--- src/rtl/pwb_pkg.sv ---
package pwb_pkg;

  typedef enum logic [1:0] {
    TGT_IN_DATA  = 2'd0,
    TGT_OVERLAY  = 2'd1,
    TGT_STAT_REF = 2'd2,
    TGT_STAT_OWN = 2'd3
  } pwb_tgt_e;

  typedef enum logic [2:0] {
    ST_IDLE, ST_WAIT, ST_DATA, ST_OVL, ST_SREF, ST_SOWN
  } pwb_st_e;

  // Phase that follows 'cur' once its writes are done; ST_WAIT means "before any write".
  function automatic pwb_st_e pwb_after(pwb_st_e cur, logic has_data, logic ovl, logic pair);
    if (cur == ST_WAIT && has_data) return ST_DATA;
    if ((cur == ST_WAIT || cur == ST_DATA) && ovl) return ST_OVL;
    if (cur != ST_SREF && cur != ST_SOWN && pair) return ST_SREF;
    if (cur != ST_SOWN) return ST_SOWN;
    return ST_IDLE;
  endfunction

  function automatic logic [1:0] pwb_tgt_of(pwb_st_e st);
    case (st)
      ST_OVL:  return TGT_OVERLAY;
      ST_SREF: return TGT_STAT_REF;
      ST_SOWN: return TGT_STAT_OWN;
      default: return TGT_IN_DATA;
    endcase
  endfunction

  function automatic logic pwb_is_emit(pwb_st_e st);
    return (st == ST_DATA) || (st == ST_OVL) || (st == ST_SREF) || (st == ST_SOWN);
  endfunction

endpackage

--- src/rtl/pwb_set_reg.sv ---
module pwb_set_reg #(
  parameter int BEAT_W = 4,
  parameter int PKT_W  = 2
) (
  input  logic              clk,
  input  logic              rst_n,
  input  logic              set_take,
  input  logic [BEAT_W-1:0] set_beats,
  input  logic              set_overlay,
  input  logic              set_pair,
  input  logic              exec_take,
  input  logic              exec_late_fail,
  input  logic [PKT_W-1:0]  exec_pkts,
  output logic [BEAT_W-1:0] q_beats,
  output logic              q_overlay,
  output logic              q_pair,
  output logic              q_partial,
  output logic [PKT_W-1:0]  q_pkts
);

  always_ff @(posedge clk) begin
    if (!rst_n) begin
      q_beats   <= '0;
      q_overlay <= 1'b0;
      q_pair    <= 1'b0;
      q_partial <= 1'b0;
      q_pkts    <= '0;
    end else begin
      if (set_take) begin
        q_beats   <= set_beats;
        q_overlay <= set_overlay;
        q_pair    <= set_pair;
      end
      if (exec_take) begin
        q_partial <= exec_late_fail;
        q_pkts    <= exec_pkts;
      end
    end
  end

endmodule

--- src/rtl/pwb_seq.sv ---
module pwb_seq
  import pwb_pkg::*;
#(
  parameter int BEAT_W = 4
) (
  input  logic              clk,
  input  logic              rst_n,
  input  logic              set_take,
  input  logic              exec_take,
  input  logic              exec_drop,
  input  logic [BEAT_W-1:0] beats,
  input  logic              ovl,
  input  logic              pair,
  input  logic              wr_ack,
  output logic              waiting,
  output logic              emit,
  output logic              busy,
  output logic [1:0]        tgt
);

  pwb_st_e           st, st_n;
  logic [BEAT_W-1:0] left_q;
  logic              step_done;

  assign step_done = emit && wr_ack;

  always_comb begin
    st_n = st;
    case (st)
      ST_IDLE: if (set_take) st_n = ST_WAIT;
      ST_WAIT: if (exec_take)
                 st_n = exec_drop ? ST_IDLE : pwb_after(ST_WAIT, beats != '0, ovl, pair);
      ST_DATA: if (step_done && left_q == BEAT_W'(1))
                 st_n = pwb_after(ST_DATA, 1'b0, ovl, pair);
      default: if (step_done) st_n = pwb_after(st, 1'b0, ovl, pair);
    endcase
  end

  always_ff @(posedge clk) begin
    if (!rst_n) begin
      st     <= ST_IDLE;
      left_q <= '0;
    end else begin
      st <= st_n;
      if (st == ST_WAIT && exec_take) left_q <= beats;
      else if (st == ST_DATA && step_done) left_q <= left_q - BEAT_W'(1);
    end
  end

  assign waiting = (st == ST_WAIT);
  assign emit    = pwb_is_emit(st);
  assign busy    = (st != ST_IDLE);
  assign tgt     = pwb_tgt_of(st);

  // command held under back-pressure
  a_r6_hold: assert property (@(posedge clk) disable iff (!rst_n)
    emit && !wr_ack |=> emit && $stable(tgt));

  // targets never step backwards inside one sequence
  a_r4_order: assert property (@(posedge clk) disable iff (!rst_n)
    emit && $past(emit) |-> tgt >= $past(tgt));

  // owning-descriptor status is the last command, then idle
  a_r4_last: assert property (@(posedge clk) disable iff (!rst_n)
    emit && wr_ack && tgt == TGT_STAT_OWN |=> !emit && !busy);

endmodule

--- src/rtl/pwb_top.sv ---
module pwb_top
  import pwb_pkg::*;
#(
  parameter int BEAT_W = 4,
  parameter int PKT_W  = 2
) (
  input  logic              clk,
  input  logic              rst_n,
  input  logic              set_valid,
  input  logic [BEAT_W-1:0] set_beats,
  input  logic              set_overlay,
  input  logic              set_pair,
  input  logic              exec_valid,
  input  logic              exec_late_fail,
  input  logic [PKT_W-1:0]  exec_pkts,
  input  logic              wr_ack,
  output logic              busy,
  output logic              wr_valid,
  output logic [1:0]        wr_target,
  output logic [PKT_W-1:0]  wr_pkts,
  output logic              wr_partial
);

  logic              set_take, exec_take, exec_drop, waiting;
  logic [BEAT_W-1:0] q_beats;
  logic              q_overlay, q_pair, q_partial;
  logic [PKT_W-1:0]  q_pkts;
  logic              is_status;

  assign set_take  = set_valid && !busy;
  assign exec_take = exec_valid && waiting;
  assign exec_drop = (exec_pkts == '0);

  pwb_set_reg #(.BEAT_W(BEAT_W), .PKT_W(PKT_W)) set_reg_i (
    .clk(clk), .rst_n(rst_n),
    .set_take(set_take), .set_beats(set_beats), .set_overlay(set_overlay), .set_pair(set_pair),
    .exec_take(exec_take), .exec_late_fail(exec_late_fail), .exec_pkts(exec_pkts),
    .q_beats(q_beats), .q_overlay(q_overlay), .q_pair(q_pair),
    .q_partial(q_partial), .q_pkts(q_pkts)
  );

  pwb_seq #(.BEAT_W(BEAT_W)) seq_i (
    .clk(clk), .rst_n(rst_n),
    .set_take(set_take), .exec_take(exec_take), .exec_drop(exec_drop),
    .beats(q_beats), .ovl(q_overlay), .pair(q_pair), .wr_ack(wr_ack),
    .waiting(waiting), .emit(wr_valid), .busy(busy), .tgt(wr_target)
  );

  assign is_status  = wr_target[1];
  assign wr_pkts    = is_status ? q_pkts : '0;
  assign wr_partial = is_status ? q_partial : 1'b0;

  // a command sequence only starts right after an outcome was taken
  a_r2_exec_first: assert property (@(posedge clk) disable iff (!rst_n)
    wr_valid && !$past(wr_valid) |-> $past(exec_take));

  // an empty outcome releases the block without any write
  a_r3_drop: assert property (@(posedge clk) disable iff (!rst_n)
    exec_take && exec_drop |=> !wr_valid && !busy);

  // status commands always report at least one completed packet
  a_r5_stat_pkts: assert property (@(posedge clk) disable iff (!rst_n)
    wr_valid && is_status |-> wr_pkts != '0);

  // commands only while busy
  a_r1_busy: assert property (@(posedge clk) disable iff (!rst_n)
    wr_valid |-> busy);

endmodule

--- config.mk ---
export PLATFORM = sky130hd
export DESIGN_NAME = pwb_top
export DESIGN_NICKNAME = d
export VERILOG_FILES = /design/src/rtl/pwb_pkg.sv /design/src/rtl/pwb_set_reg.sv /design/src/rtl/pwb_seq.sv /design/src/rtl/pwb_top.sv
export SDC_FILE = /design/constraint.sdc
export NUM_CORES = 1
export LEC_CHECK = 0
export BUFFER_PORTS_ARGS = -buffer_cell sky130_fd_sc_hd__buf_2
export CORE_ASPECT_RATIO = 0.75
export CORE_MARGIN = 2
export CORE_UTILIZATION = 47
export DETAILED_ROUTE_END_ITERATION = 12
export PLACE_DENSITY = 0.73
export SYNTH_ARGS = -nofsm -noshare
export SYNTH_HDL_FRONTEND = slang
export SYNTH_SLANG_ARGS = --single-unit
--- constraint.sdc ---
create_clock -name clk -period 1.5 [get_ports clk]
set_input_delay 0.3 -clock clk [delete_from_list [all_inputs] [get_ports clk]]
set_output_delay 0.3 -clock clk [all_outputs]
set_load 0.03 [all_outputs]
==> key figures <==
Run status
  • Run status: complete, but fails checks
  • Failing checks: negative setup slack

Power
  • VDD IR max: 0.00162 V
  • Final total power: between 3 and 4 mW
  • Lkg Pwr: approximately 0.61 nW
  • Power Dens Cells: between 2000 and 2500 mW/mm2

Setup path
  • CP Launch Type: register
  • R2R setup slack: -100 ps
  • Register-to-Register Path Depth: 6
  • Largest stage delay, worst path: 380 ps
  • Worst path required time: between 1500 and 2000 ps
  • Worst setup EP type: register
  • Critical-path cell list: buf_4 -> buf_4 -> and4bb_2 -> nor2_1 -> o21ai_0 -> a21boi_0
  • CP max-delay cell: dfxtp_4
  • CP Max Fanout: 5
  • Critical Path Most Common Cell: buf_4
  • Arrival time at the worst endpoint: 1820 ps
  • CP Class: register to register

Clocking
  • Root Buffer: clkbuf_4
  • Clk_lat worst skew: about 290 ps
  • Clk sinks: 16
  • Clk pin slew, worst setup/hold paths: 100 ps
  • CTS tree: built
  • H-tree depth: 1
  • Clock Path Buffers: 2
  • CTS Buf Count: 3
  • Hold buffers post-CTS: 0

Timing
  • Minimum clock period: between 1500 and 2000 ps
  • Final setup viols: 12
  • Hold slack: between 200 and 300 ps
  • Max Fclk: 626 MHz
  • Crit share post-route: 107%
  • Post-route setup slack: -97.9 ps
  • Tightest Pin Transition: between 400 and 500 ps
  • Slew HR: 72.8%
  • Final Max Tran Viols: 0
  • RSZ-0062 raised after global routing: yes
  • Fin. Hold Viols: 0
  • Final setup TNS: -723 ps
  • Max Clock Skew: roughly 3.6 ps

Logic synthesis
  • Post-synth top area cell: dfxtp_1
  • Yosys warnings: 0
  • Synthesized flop and latch total: 16
  • Sequential share of the synthesized area: approximately a third
  • Post-Syn Instances: ~110
  • Top cell type's share of synthesized area: between 30% and 40%
  • Mean post-synth cell area: a little under 9 um2
  • Synthesized area: ~980 um2
  • Count of cell types in the netlist: 40
  • Post-Syn Nets: about 130
  • Ranking of synthesized cells by area: dfxtp_1, mux2i_1, nor2b_1

Min path
  • Hold path cells: 3
  • Hold Crit Class: input pin to register

Cells and area
  • Area Growth Syn to Fin: 47.2%
  • Fin nets: 169
  • Commonest cells after routing, fill and taps aside: buf_4, buf_2, nor2b_1, dfxtp_1, mux2i_1
  • Diodes inserted: 0
  • Most common cell after layout, fill and taps aside: buf_4
  • Number of fill cells: between 100 and 150
  • Layout cells sized above 1: about 46%
  • Cell area after layout: about 0.0014 mm2
  • Layout Utilization: 72.5%

Detailed routing
  • Remaining routing DRC violations: 0
  • First-pass DRT Iterations: 5
  • WL per Instance: around 16 um
  • Antenna-violating nets left: 0
  • 1st-iter DRT viols: 42
  • Routed vias/inst: about 6.0
  • Routed WL: ~2.8 mm
  • Vias: ~1,000

Run
  • Max cap viols: 0

Floorplanning
  • Core area: between 0.0015 and 0.002 mm2
  • Num rows: 14
  • Die area: approximately 0.0025 mm2
  • Die height: about 44 um
  • I/O Pins: 21
  • Die outline width: 56.8 um
  • Initial Util: between 40% and 50%

Placement
  • DP HPWL: roughly 1.6 mm
  • DP Area: around 0.0012 mm2
  • Port Buffer Count: 20
  • Placer Congestion: between 0.8 and 0.9

Global route
  • All-Layer GR Usage: 20.6%
  • First-pass GRT wire length: 3.86 mm
  • Gr ovfl total: 0
  • Initial antenna violation count: 0
  • Vias in the first global route: 868
  • Largest net degree at the start of global routing: 19
==> cell families after synthesis <==
logic type / after synthesis / share of synthesized area [%]
and+or+nand+nor: 48 / 33.1
DFF: 16 / 32.6
AOI/OAI and AO/OA: 22 / 15.0
adders and majority gates: 2 / 2.54
muxes: 9 / 9.16
xor gates and xnor gates: 2 / 1.78
buffers and inverters: 13 / 5.85
==> sequential cells by signal (all words and copies together), names as in the netlist <==
register,flops
seq_i.left_q,4
set_reg_i.q_beats,4
set_reg_i.q_partial,1
set_reg_i.q_overlay,1
set_reg_i.q_pair,1
seq_i.st,3
set_reg_i.q_pkts,2
==> through the flow <==
stage,worst slack [ps],std cells
global route,-203,176
global placement,44.7,157
floorplan,16.5,112
CTS,-93.4,165
finish,-97.9,176
detailed placement,-5.41,157
==> where the power goes <==
group / internal, mW / switching [mW] / total [mW]
clock network: 0.148 / 0.145 / 0.292
registers: 0.567 / 0.126 / 0.693
logic: 1.09 / 0.984 / 2.07
total: 1.80 / 1.25 / 3.05
==> cells in the mapped netlist, drive strengths merged <==
master,instances
nand2,4
o211a,1
nand3,2
nor4b,2
o211ai,1
and2,4
clkbuf,1
o221ai,1
o21ai,9
nor4bb,1
inv,5
dfxtp,16
nor2b,13
nand4bb,2
nor3b,2
a21oi,2
ha,2
a211oi,2
nor2,7
xor2,1
and3b,1
nor4,2
a21o,1
and4bb,1
nor3,2
a31oi,1
or4,1
a221oi,2
a32oi,1
nand2b,2
buf,7
mux2i,9
a21boi,1
nand3b,1
xnor2,1
or3,1
==> path summary, 6_finish.rpt <==
path,start,to
worst max-delay path,seq_i.st[2],seq_i.left_q[3]
worst min-delay path,set_overlay,set_reg_i.q_overlay
worst max register to register,seq_i.st[2],seq_i.left_q[3]
worst min register to register,set_reg_i.q_partial,set_reg_i.q_partial
==> critical path: cells and delay by family (launching register included) <==
kind,cells,cell delay [ps]
buffers and inverters,2,300
and+or+nand+nor,2,510
DFF,1,380
AOI/OAI and AO/OA,2,340
==> area by class of cell <==
cell class	count	area [um2]	area share, %
tap	24	30.0	2.07
multi-input combinational	83	674	46.6
sequential	16	330	22.8
clock buffer	4	36.3	2.51
timing repair buffer	44	358	24.7
inverter	5	18.8	1.30
==> layer usage <==
metal	routed length [um]	track usage, %	share of wire [%]	vias up
met4	64	8.37	2.3	0
met2	1360	34.0	48	55
met5	0	0	0	-
met3	220	3.88	7.8	12
met1	1180	27.2	42	501
li1	-	-	-	480
==> timing repair <==
| item | in CTS | in global routing |
|---|---|---|
| setup buffers | 4 | 10 |
| pin swaps | 1 | 4 |
| gates cloned | 0 | 1 |
| setup endpoints to repair | 8 | 22 |
| hold endpoints to repair | 0 | 0 |
| gates resized for setup | 17 | 13 |
No activity file was read; power rests on OpenSTA's default activity.
